`src/rtl/opnd_remap_sel.sv`:
```
module opnd_remap_sel #(
  parameter int IDXW    = 7,
  parameter int NOPS    = 3,
  parameter int RF_REGS = 128
) (
  input  logic                 clk,
  input  logic                 rst_n,
  input  logic                 cfg_we,
  input  logic [1:0]           cfg_sel,
  input  logic [31:0]          cfg_wdata,
  output logic                 cfg_rej,
  output logic                 cfg_bad,
  output logic [95:0]          shape_words,
  input  logic [NOPS-1:0]      op_vld,
  input  logic [NOPS*7-1:0]    op_reg,
  input  logic [NOPS*IDXW-1:0] op_lin,
  input  logic [3*IDXW-1:0]    rm_idx,
  output logic [NOPS*((7>IDXW?7:IDXW)+1)-1:0] out_phys,
  output logic [NOPS*IDXW-1:0] out_off,
  output logic [NOPS-1:0]      out_rm,
  output logic [NOPS-1:0]      out_ovr
);
  localparam int REGW = 7;
  localparam int NENT = 3;
  localparam int SW   = (REGW > IDXW ? REGW : IDXW) + 1;

  logic [REGW-1:0] ent_reg [NENT];
  logic [1:0]      ent_sh  [NENT];
  logic [31:0]     shp     [NENT];
  logic [NENT-1:0] ent_on;

  wire rsvd = cfg_wdata[7] | cfg_wdata[15] | cfg_wdata[23] | (|cfg_wdata[31:30]);
  assign cfg_rej = cfg_we && cfg_sel == 2'd0 && rsvd;

  always_ff @(posedge clk or negedge rst_n) begin
    if (!rst_n) begin
      for (int e = 0; e < NENT; e++) begin
        ent_reg[e] <= '0;
        ent_sh[e]  <= '0;
        shp[e]     <= '0;
      end
    end else if (cfg_we) begin
      if (cfg_sel == 2'd0) begin
        if (!rsvd)
          for (int e = 0; e < NENT; e++) begin
            ent_reg[e] <= cfg_wdata[8*e +: REGW];
            ent_sh[e]  <= cfg_wdata[24+2*e +: 2];
          end
      end else begin
        shp[cfg_sel-2'd1] <= cfg_wdata;
      end
    end
  end

  always_comb begin
    cfg_bad = 1'b0;
    for (int e = 0; e < NENT; e++) begin
      ent_on[e] = ent_reg[e] != '0;
      if (ent_on[e] && ent_sh[e] == 2'd3) cfg_bad = 1'b1;
    end
  end

  assign shape_words = {shp[2], shp[1], shp[0]};

  for (genvar k = 0; k < NOPS; k++) begin : g_op
    logic [REGW-1:0] base;
    logic [IDXW-1:0] lin, off;
    logic [1:0]      sh;
    logic            hit, use_rm;
    logic [SW-1:0]   phys;

    assign base = op_reg[k*REGW +: REGW];
    assign lin  = op_lin[k*IDXW +: IDXW];

    always_comb begin
      hit = 1'b0;
      sh  = 2'd0;
      for (int e = NENT-1; e >= 0; e--)
        if (ent_on[e] && ent_reg[e] == base) begin
          hit = 1'b1;
          sh  = ent_sh[e];
        end
    end

    assign use_rm = hit && sh != 2'd3;

    always_comb begin
      case (sh)
        2'd0:    off = rm_idx[0 +: IDXW];
        2'd1:    off = rm_idx[IDXW +: IDXW];
        2'd2:    off = rm_idx[2*IDXW +: IDXW];
        default: off = lin;
      endcase
      if (!use_rm) off = lin;
    end

    assign phys = SW'(base) + SW'(off);

    assign out_off[k*IDXW +: IDXW] = off;
    assign out_phys[k*SW +: SW]    = phys;
    assign out_rm[k]               = use_rm;
    assign out_ovr[k]              = op_vld[k] && (phys >= SW'(RF_REGS));
  end
endmodule

```
`config.mk`:
```
export PLATFORM = sky130hd
export DESIGN_NAME = opnd_remap_sel
export DESIGN_NICKNAME = d
export VERILOG_FILES = /design/src/rtl/opnd_remap_sel.sv
export SDC_FILE = /design/constraint.sdc
export NUM_CORES = 1
export LEC_CHECK = 0
export BUFFER_PORTS_ARGS = -buffer_cell sky130_fd_sc_hd__buf_2
export CAP_MARGIN = 5
export CORE_UTILIZATION = 52
export CTS_BUF_LIST = sky130_fd_sc_hd__clkbuf_8
export DETAILED_ROUTE_END_ITERATION = 7
export PLACE_DENSITY = 0.83
export SLEW_MARGIN = 10
export SYNTH_ARGS = -nofsm -noshare
export SYNTH_HDL_FRONTEND = slang
export SYNTH_SLANG_ARGS = --single-unit
```
`constraint.sdc`:
```
create_clock -name clk -period 4.1 [get_ports clk]
set_input_delay 0.205 -clock clk [delete_from_list [all_inputs] [get_ports clk]]
set_output_delay 0.205 -clock clk [all_outputs]
set_load 0.02 [all_outputs]
```
==> results of run 1 <==
[per-layer routing]
metal	wire length (um)	part of all wire [%]	vias up
li1	-	-	2755
met2	11240	51	289
met4	655	3.0	0
met3	1526	6.9	60
met5	0	0	-
met1	8694	39	3067
[cell usage after synthesis (4+ instances only)]
| master | number |
|---|---|
| o21bai_1 | 6 |
| inv_1 | 19 |
| nand2_1 | 9 |
| ha_1 | 21 |
| buf_6 | 7 |
| dfrtp_1 | 123 |
| nor2_1 | 12 |
| a2bb2oi_1 | 7 |
| mux2_2 | 127 |
| xor2_1 | 45 |
| a21o_1 | 7 |
| nor4_1 | 8 |
| o2bb2ai_1 | 13 |
| buf_4 | 4 |
| xnor2_1 | 33 |
| nand4_1 | 6 |
| mux2i_1 | 22 |
| clkbuf_1 | 9 |
| o22a_1 | 4 |
| a21oi_1 | 19 |
| o21ai_0 | 9 |
| nor3_1 | 9 |
| nand3_1 | 12 |
| and3_1 | 4 |
| mux2_4 | 7 |
| buf_1 | 6 |
[cell type report]
class                           instances  area (um2)  area share (%)
Sequential cell                       123        3084           30.34
Clock buffer                           17       234.0           2.302
Inverter                               20       76.32          0.7509
Timing Repair Buffer                  333        2033           20.00
Multi-Input combinational cell        415        4294           42.25
Tap cell                              176       220.2           2.166
Clock inverter                         15       222.7           2.191
[power groups by stage]
stage	registers, mW	clock network [mW]	logic, mW
4_1_cts	1.54	1.23	1.34
5_1_grt	1.57	1.28	1.49
3_5_place_dp	1.56	0	1.23
6_report	1.55	1.21	1.41
3_3_place_gp	1.55	0	1.21
2_1_floorplan	1.77	0	0.526
[what timing repair did]
item                       4_1_cts  5_1_grt
hold endpoints to repair        49        0
pin swaps                       50       31
setup endpoints to repair       18       24
buffers inserted                29       17
hold buffers                     1        0
gates resized for setup         80       50
[stage by stage]
step	utilization [%]	area [um2]
floorplan	-	7143
global placement	65.85	8755
detailed placement	65.85	8755
CTS	73.69	9797
global route	76.45	10160
finish	76.45	10160
[logic make-up (layout without fill, tap and decap cells)]
group / after synthesis / after routing / synth area share, %
muxes: 156 / 156 / 24.62
DFF: 123 / 123 / 43.17
and+or+nand+nor: 81 / 81 / 6.792
xor gates and xnor gates: 78 / 78 / 9.582
AOI/OAI and AO/OA: 76 / 76 / 7.915
buffers and inverters: 46 / 385 / 3.387
adders and majority gates: 24 / 24 / 4.528
[worst paths after layout]
path                            startpoint              end  slack, ps  cells after the start
setup / recovery                ent_reg[3]       out_ovr[1]       -370                     20
hold / removal                cfg_wdata[4]  shape_words[36]         50                      2
hold reg to reg            shape_words[68]  shape_words[68]        500                      1
min in group asynchronous            rst_n  shape_words[95]        320                      2
max in group asynchronous            rst_n   shape_words[3]       2800                      3
setup reg to reg                ent_reg[5]       ent_reg[5]       3040                      3
==> metrics.csv, run 1 <==
metric,value,unit
status,"complete, but fails checks",
violated checks,negative setup slack,
Min-Delay Path Class,in2reg,
clk buf depth,2,
routing usage on met2,51.96,%
initial antenna violation count,0,
"EDFF count, synth",0,
Logic pwr share,33.8,%
Max Freq,223.5,MHz
DR DRC count,0,
Mapped Area,0.007129,mm2
die area,0.01418,mm2
CP arrival,4270,ps
"area leader, netlist",dfrtp_1,
post-synthesis net count,711,
period utilization,109.1,%
first-pass GRT wire length,33000,um
Crit Path Class,reg2out,
synth top area cells,"dfrtp_1 (43%), mux2_2 (20%), xor2_1 (5.5%), xnor2_1 (4.1%), ha_1 (3.7%)",
die width,119.1,um
H-tree depth,4,
CP max stage delay,550,ps
Detail Placement HPWL,15470,um
TritonCTS clock tree,done,
boundary pin count,252,
Mean Syn Cell Area,12.21,um2
max reg flops,96,
Worst setup EP type,primary output,
"non-filler cells, final",1099,
Synth-to-Final Area Change,42.58,%
peak supply drop,0.0004107,V
vias in the first global route,6149,
slowest CP cell,or4_4,
total power,4.168,mW
Synth async-reset ratio,100.0,%
largest delay contributor family on the critical path,simple AND/OR/NAND/NOR gates,
minimum clock period,4475,ps
Final #Nets,1037,
CP bufs+invs,5,
Switching Power,1.408,mW
clock share of power,29.1,%
share of layout cells above drive strength 1,64.03,%
crit path max fanout,4,
Fin Setup TNS,-3612,ps
# placed instances,1021,
gr usage total,30.29,%
Port Buffers,251,
starting density of the core,53.62,%
number of core rows,42,
core box area,0.01330,mm2
Die H,119.1,um
P_leak,4.917,nW
Slew @ Worst Pin,882.8,ps
Fillers,851,
DRT Pass-1 Iters,5,
Worst slew margin,40.97,%
largest net degree at the start of global routing,52,
hold slack final,52.32,ps
"Seq/Total Area, Yosys",43.17,%
Max Cap Viol,0,
Clock Skews,0,ps
diode count,0,
final setup violation count,16,
clock-pin slew on the worst setup and hold paths,70,ps
antenna violation net count after detailed routing,0,
GPL Wtd Cong,0.9616,
Setup WS post-layout,-375.0,ps
count of state elements after synthesis,123,
Worst EP required,3890,ps
pre-CTS setup slack,-49.84,ps
Int Pwr,2.761,mW
Root Buffer,clkbuf_8,
CTS Buf Count,17,
PD cells,410.1,mW/mm2
vias per inst,5.615,
routed wire length,22110,um
"most common cell after layout, fill and taps aside",buf_2,
Gate Count Post-Synth,584,
crit-path cells,or4_4 -> nor4_4 -> buf_4 -> nor3_4 -> and3_1 -> o22a_2 -> buf_12 -> buf_12 -> mux2i_1 -> o2bb2ai_1 -> mux2_2 -> ha_4 -> inv_1 -> o21bai_1 -> a21oi_2 -> nor2b_1 -> o21ai_1 -> nand2b_1 -> and2_4 -> buf_6,
RSZ-0062 raised after global routing,yes,
"commonest non-fill, non-tap cells in the layout","buf_2 (231), mux2_2 (124), dfrtp_1 (118), buf_4 (79), xor2_1 (43)",
met3 usage,7.471,%
most common flop cell mapped by yosys,dfrtp_1,
Clock Latency Late Sink,420,ps
most frequent cell on the critical path,buf_12,
Vias,6171,
busiest grt layer,met2,
Yosys cell types,48,
Yosys warnings,0,
Switching Fraction,33.77,%
Reg power frac,37.1,%
Yosys top cell area share,43.17,%
"Hold Violations, Final",0,
clock sinks,123,
drt wl/cell,20.12,um
Worst setup SP type,flip-flop,
DR iter-0 viols,326,
GRT overflow,0,
GR Util met1,36.47,%
Pins Over Slew Limit,0,
Power figures use the tool's default switching activity.
==> run 2: changes to the inputs <==
--- a/config.mk
+++ b/config.mk
@@ -7,10 +7,12 @@
 export LEC_CHECK = 0
 export BUFFER_PORTS_ARGS = -buffer_cell sky130_fd_sc_hd__buf_2
 export CAP_MARGIN = 5
+export CORE_MARGIN = 1.5
 export CORE_UTILIZATION = 52
 export CTS_BUF_LIST = sky130_fd_sc_hd__clkbuf_8
 export DETAILED_ROUTE_END_ITERATION = 7
 export PLACE_DENSITY = 0.83
+export SKIP_LAST_GASP = 1
 export SLEW_MARGIN = 10
 export SYNTH_ARGS = -nofsm -noshare
 export SYNTH_HDL_FRONTEND = slang
==> run 2 against run 1 <==
- register-to-register slack improved by 70 ps
- hold slack improved by 9.4 ps
- largest cell class unchanged
- combinational power fell by 3%
- via count fell by 0.49%
- sequential share of layout area rose by 0.38 points
- total power fell by 0.11%
- flip-flop and latch count did not move
- global-route usage fell by 1.3 points
- the flow still finishes with violations (negative setup slack)
- utilization fell by 1.0 points
- highest routed layer unchanged
==> metrics.csv, run 2 (synthesis results as in run 1) <==
metric,value,unit,change
DR iter-0 viols,258,,was 326
Worst setup EP type,primary output,,unchanged
drt wl/cell,19.83,um,was 20.12 um
Worst slew margin,51.68,%,was 40.97%
first-pass GRT wire length,32270,um,"was 33,000 um"
hold slack final,61.74,ps,was 52.32 ps
Vias,6141,,"was 6,171"
P_leak,4.873,nW,was 4.917 nW
boundary pin count,252,,unchanged
gr usage total,28.98,%,was 30.29%
slowest CP cell,or4_4,,unchanged
DRT Pass-1 Iters,4,,was 5
Worst setup SP type,flip-flop,,unchanged
peak supply drop,0.0003836,V,was 0.0004107 V
Synth-to-Final Area Change,40.72,%,was 42.58%
worst hold start,cfg_wdata[30],,was cfg_wdata[4]
antenna violation net count after detailed routing,0,,unchanged
CTS Buf Count,17,,unchanged
GPL Wtd Cong,0.9018,,was 0.9616
violated checks,negative setup slack,,unchanged
Min-Delay Path Class,in2reg,,unchanged
crit path max fanout,4,,unchanged
core box area,0.01330,mm2,unchanged
Max Freq,223.8,MHz,was 223.5 MHz
number of core rows,42,,unchanged
Clock Skews,0,ps,unchanged
Worst setup startpoint,ent_reg[3],,unchanged
Max Cap Viol,0,,unchanged
Setup WS post-layout,-368.5,ps,was -375.0 ps
crit-path cells,or4_4 -> nor4_4 -> buf_4 -> nor3_2 -> and3_1 -> o22a_2 -> buf_6 -> mux2i_1 -> o2bb2ai_1 -> mux2_4 -> ha_4 -> a21o_1 -> a21oi_2 -> o21bai_1 -> a21oi_2 -> nor2b_1 -> o21ai_1 -> nand2b_1 -> and2_4 -> buf_6,,was or4_4 -> nor4_4 -> buf_4 -> nor3_4 -> and3_1 -> o22a_2 -> buf_12 -> buf_12 -> mux2i_1 -> o2bb2ai_1 -> mux2_2 -> ha_4 -> inv_1 -> o21bai_1 -> a21oi_2 -> nor2b_1 -> o21ai_1 -> nand2b_1 -> and2_4 -> buf_6
"Hold Violations, Final",0,,unchanged
vias per inst,5.603,,was 5.615
vias in the first global route,6286,,"was 6,149"
minimum clock period,4468,ps,was 4475 ps
Crit Path Class,reg2out,,unchanged
share of layout cells above drive strength 1,63.11,%,was 64.03%
clock share of power,29.9,%,was 29.1%
Clock Latency Late Sink,410,ps,was 420 ps
Root Buffer,clkbuf_8,,unchanged
Switching Power,1.385,mW,was 1.408 mW
Int Pwr,2.779,mW,was 2.761 mW
clk buf depth,2,,unchanged
final setup violation count,14,,was 16
starting density of the core,53.62,%,unchanged
Die H,120.1,um,was 119.1 um
CP arrival,4260,ps,was 4270 ps
Logic pwr share,33.0,%,was 33.8%
H-tree depth,4,,unchanged
Reg area,0.003082,mm2,was 0.003084 mm2
Slew @ Worst Pin,722.8,ps,was 882.8 ps
Switching Fraction,33.27,%,was 33.77%
clock sinks,123,,unchanged
Fin Setup TNS,-2975,ps,was -3612 ps
CP max stage delay,540,ps,was 550 ps
reg2reg setup slack,3110,ps,was 3040 ps
status,"complete, but fails checks",,unchanged
Multi-input gate area,0.004222,mm2,was 0.004294 mm2
"most common cell after layout, fill and taps aside",buf_2,,unchanged
Pins Over Slew Limit,0,,unchanged
total power,4.164,mW,was 4.168 mW
Reg power frac,37.1,%,about the same
"commonest non-fill, non-tap cells in the layout","buf_2 (235), mux2_2 (124), dfrtp_1 (120), buf_4 (74), xor2_1 (44)",,"was buf_2 (231), mux2_2 (124), dfrtp_1 (118), buf_4 (79), xor2_1 (43)"
Worst EP required,3890,ps,about the same
DR DRC count,0,,unchanged
Fillers,880,,was 851
max reg flops,96,,unchanged
clock-pin slew on the worst setup and hold paths,80,ps,was 70 ps
Final Util,75.46,%,was 76.45%
period utilization,109.0,%,was 109.1%
Final #Nets,1033,,"was 1,037"
RSZ-0062 raised after global routing,yes,,unchanged
GRT overflow,0,,unchanged
initial antenna violation count,1,,was 0
PD cells,415.1,mW/mm2,was 410.1 mW/mm2
die area,0.01442,mm2,was 0.01418 mm2
routed wire length,21740,um,"was 22,110 um"
TritonCTS clock tree,done,,unchanged
largest net degree at the start of global routing,52,,unchanged
worst r2r src,ent_reg[8],,was ent_reg[5]
die width,120.1,um,was 119.1 um
Port Buffers,251,,unchanged
Detail Placement HPWL,15630,um,"was 15,470 um"
[run 2: metal layers]
layer / track usage (%) / routed length (um) / share of wire, %
met5: 0 / 0 / 0
met4: 9.598 / 608 / 2.8
met3: 7.129 / 1510 / 6.9
met2: 51.50 / 11120 / 51
met1: 34.23 / 8496 / 39
[run 2: stage by stage]
step / instances / area, um2 / worst slack, ps
after floorplan: 584 / 7143 / -46.76
after global routing: 1096 / 10030 / -541.7
after detailed placement: 1020 / 8722 / -12.80
after CTS: 1086 / 9787 / -289.1
final: 1096 / 10030 / -368.5
after global placement: 1020 / 8722 / 105.8
[run 2: critical path: cells and delay by family (launching register included)]
family	cells	cell delay [ps]
simple gates	7	1280
compound gates	7	1080
fa+ha+maj	1	170
mux	2	470
buf+inv	3	450
flops	1	380
[run 2: area by class of cell]
cell class                      count  area share, %
Antenna cell                        1        0.02494
Clock buffer                       19          2.607
Clock inverter                     13          2.120
Inverter                           20         0.7608
Multi-Input combinational cell    415          42.08
Sequential cell                   123          30.72
Tap cell                          176          2.195
Timing Repair Buffer              329          19.49
[run 2: repair_timing]
| action | CTS | global route |
|---|---|---|
| resized for setup | 75 | 40 |
| hold buffers | 1 | 0 |
| endpoints found under the hold margin | 34 | 0 |
| buffers inserted | 34 | 11 |
| endpoints found under the setup margin | 15 | 19 |
| pin swaps | 53 | 41 |
[run 2: power by group through the flow]
stage / clock (mW) / sequential [mW] / combinational, mW
floorplan: 0 / 1.77 / 0.526
global placement: 0 / 1.55 / 1.21
detailed placement: 0 / 1.56 / 1.23
CTS: 1.27 / 1.54 / 1.32
global route: 1.32 / 1.57 / 1.46
finish: 1.25 / 1.54 / 1.37
[run 2: final timing paths]
path / to / depth (start not counted)
min in group asynchronous: shape_words[1] / 2
max in group asynchronous: shape_words[35] / 3
worst min-delay path: shape_words[94] / 2
worst max register to register: ent_reg[8] / 2
worst min register to register: shape_words[46] / 1
worst max-delay path: out_ovr[1] / 20
==> run 3: changes to the inputs <==
--- a/config.mk
+++ b/config.mk
@@ -7,6 +7,7 @@
 export LEC_CHECK = 0
 export BUFFER_PORTS_ARGS = -buffer_cell sky130_fd_sc_hd__buf_2
 export CAP_MARGIN = 5
+export CORE_ASPECT_RATIO = 1.1
 export CORE_MARGIN = 1.5
 export CORE_UTILIZATION = 52
 export CTS_BUF_LIST = sky130_fd_sc_hd__clkbuf_8
==> run 3 against run 2 <==
- the flow still finishes with violations (negative setup slack)
- hold slack hardly changed
- total power is 1.0% lower
- critical path depth is 1 lower
- combinational power hardly changed
- clock skew stayed put
- largest cell class unchanged
- final cell count is 1.3% higher
- first-iteration DRC count is 57% higher
- clock power is 6% lower
- register-to-register slack better by 20 ps
- setup slack better by 25 ps
- flip-flop and latch count stayed put
- design area is 0.80% higher
- largest power group unchanged
==> metrics.csv, run 3 (synthesis results as in run 1) <==
metric,value,unit,change
Worst slew margin,36.75,%,was 51.68%
boundary pin count,252,,unchanged
die width,114.6,um,was 120.1 um
CP max stage delay,540,ps,about the same
gr usage total,29.61,%,was 28.98%
GRT overflow,0,,unchanged
period utilization,108.4,%,was 109.0%
r2r worst-path depth,2,,unchanged
crit-path cells,or4_4 -> nor4_4 -> buf_4 -> or3_4 -> o31ai_2 -> mux2_4 -> a21oi_4 -> buf_6 -> mux2_4 -> ha_4 -> inv_2 -> fa_2 -> inv_1 -> a21oi_1 -> o21bai_1 -> a21o_1 -> a21oi_2 -> xnor2_1 -> buf_4,,was or4_4 -> nor4_4 -> buf_4 -> nor3_2 -> and3_1 -> o22a_2 -> buf_6 -> mux2i_1 -> o2bb2ai_1 -> mux2_4 -> ha_4 -> a21o_1 -> a21oi_2 -> o21bai_1 -> a21oi_2 -> nor2b_1 -> o21ai_1 -> nand2b_1 -> and2_4 -> buf_6
Min-Delay Path Class,in2reg,,unchanged
Reg power frac,37.5,%,was 37.1%
Hold Path Depth,2,,unchanged
Root Buffer,clkbuf_8,,unchanged
clock sinks,123,,unchanged
clock-pin slew on the worst setup and hold paths,70,ps,was 80 ps
die area,0.01442,mm2,about the same
largest net degree at the start of global routing,77,,was 52
Fillers,849,,was 880
clock share of power,28.6,%,was 29.9%
share of layout cells above drive strength 1,63.50,%,was 63.11%
drt wl/cell,20.02,um,was 19.83 um
starting density of the core,53.73,%,was 53.62%
number of core rows,44,,was 42
Detail Placement HPWL,15430,um,"was 15,630 um"
hold slack final,62.05,ps,was 61.74 ps
antenna violation net count after detailed routing,0,,unchanged
Fin Setup TNS,-3152,ps,was -2975 ps
Final Util,76.22,%,was 75.46%
clk buf depth,2,,unchanged
Setup WS post-layout,-343.4,ps,was -368.5 ps
Logic pwr share,34.0,%,was 33.0%
Worst setup EP type,primary output,,unchanged
max reg flops,96,,unchanged
vias per inst,5.592,,was 5.603
P_leak,4.932,nW,was 4.873 nW
initial antenna violation count,0,,was 1
# placed instances,1031,,"was 1,020"
Port Buffers,251,,unchanged
core box area,0.01327,mm2,was 0.01330 mm2
DR DRC count,0,,unchanged
total power,4.122,mW,was 4.164 mW
violated checks,negative setup slack,,unchanged
Worst EP required,3890,ps,about the same
status,"complete, but fails checks",,unchanged
minimum clock period,4443,ps,was 4468 ps
Clock Skews,0,ps,unchanged
Final #Nets,1041,,"was 1,033"
CP arrival,4240,ps,was 4260 ps
Max Cap Viol,0,,unchanged
Int Pwr,2.779,mW,about the same
"commonest non-fill, non-tap cells in the layout","buf_2 (233), mux2_2 (123), dfrtp_1 (116), buf_4 (84), xor2_1 (43)",,"was buf_2 (235), mux2_2 (124), dfrtp_1 (120), buf_4 (74), xor2_1 (44)"
"non-filler cells, final",1110,,"was 1,096"
peak supply drop,0.0003376,V,was 0.0003836 V
Die H,125.8,um,was 120.1 um
Final Instance Area,0.01011,mm2,was 0.01003 mm2
Worst setup SP type,flip-flop,,unchanged
CTS Buf Count,17,,unchanged
diode count,0,,was 1
DRT Pass-1 Iters,5,,was 4
Max Freq,225.1,MHz,was 223.8 MHz
DR iter-0 viols,406,,was 258
Switching Fraction,32.59,%,was 33.27%
Slew @ Worst Pin,948.7,ps,was 722.8 ps
H-tree depth,4,,unchanged
Crit Path Class,reg2out,,unchanged
final setup violation count,16,,was 14
Reg area,0.003087,mm2,was 0.003082 mm2
Vias,6207,,"was 6,141"
routed wire length,22220,um,"was 21,740 um"
TritonCTS clock tree,done,,unchanged
"most common cell after layout, fill and taps aside",buf_2,,unchanged
Pins Over Slew Limit,0,,unchanged
crit path max fanout,8,,was 4
Switching Power,1.344,mW,was 1.385 mW
Clock Latency Late Sink,410,ps,about the same
first-pass GRT wire length,32750,um,"was 32,270 um"
GPL Wtd Cong,0.9012,,was 0.9018
"Hold Violations, Final",0,,unchanged
RSZ-0062 raised after global routing,yes,,unchanged
Synth-to-Final Area Change,41.84,%,was 40.72%
Multi-input gate area,0.004248,mm2,was 0.004222 mm2
slowest CP cell,or4_4,,unchanged
pre-CTS setup slack,-47.30,ps,was -12.80 ps
vias in the first global route,6316,,"was 6,286"
placed instance area,0.008767,mm2,was 0.008722 mm2
PD cells,407.7,mW/mm2,was 415.1 mW/mm2
## run 3: power groups by stage
stage                     Sequential (mW)  Clock (mW)  Combinational, mW
final                                1.54        1.18               1.40
after global routing                 1.57        1.25               1.48
after CTS                            1.54        1.20               1.34
after detailed placement             1.56           0               1.24
after global placement               1.55           0               1.22
after floorplan                      1.77           0              0.526
## run 3: final timing paths
path / start / to / slack [ps]
max reg2reg: ent_reg[9] / ent_reg[9] / 3130
max: ent_reg[3] / out_phys[6] / -340
min: cfg_wdata[16] / shape_words[16] / 60
min in group asynchronous: rst_n / shape_words[53] / 470
max in group asynchronous: rst_n / ent_reg[17] / 2830
min reg2reg: shape_words[74] / shape_words[74] / 500
## run 3: worst max-delay path: cells and delay by family, from the launching register on
family                     cells  cell delay (ps)
xor gates and xnor gates       1              140
muxes                          2              670
DFF                            1              370
buffers and inverters          5              570
AOI/OAI and AO/OA              6              850
adders and majority gates      2              400
and+or+nand+nor                3              820
## run 3: final cells by class
cell class,count,area share [%]
Inverter,20,0.7548
Timing Repair Buffer,337,20.07
Multi-Input combinational cell,415,42.01
Clock inverter,12,1.782
Clock buffer,19,2.586
Sequential cell,123,30.52
Tap cell,184,2.277
## run 3: metal layers
metal	track usage, %	share of wire (%)
met1	33.73	37
met2	50.69	50
met3	8.037	7.9
met4	15.22	5.1
met5	0	0
## run 3: what timing repair did
action / CTS / global route
pin swaps: 55 / 45
buffers inserted: 38 / 16
gates resized for setup: 84 / 42
hold buffers: 1 / 0
setup endpoints to repair: 18 / 21
endpoints found under the hold margin: 75 / 0
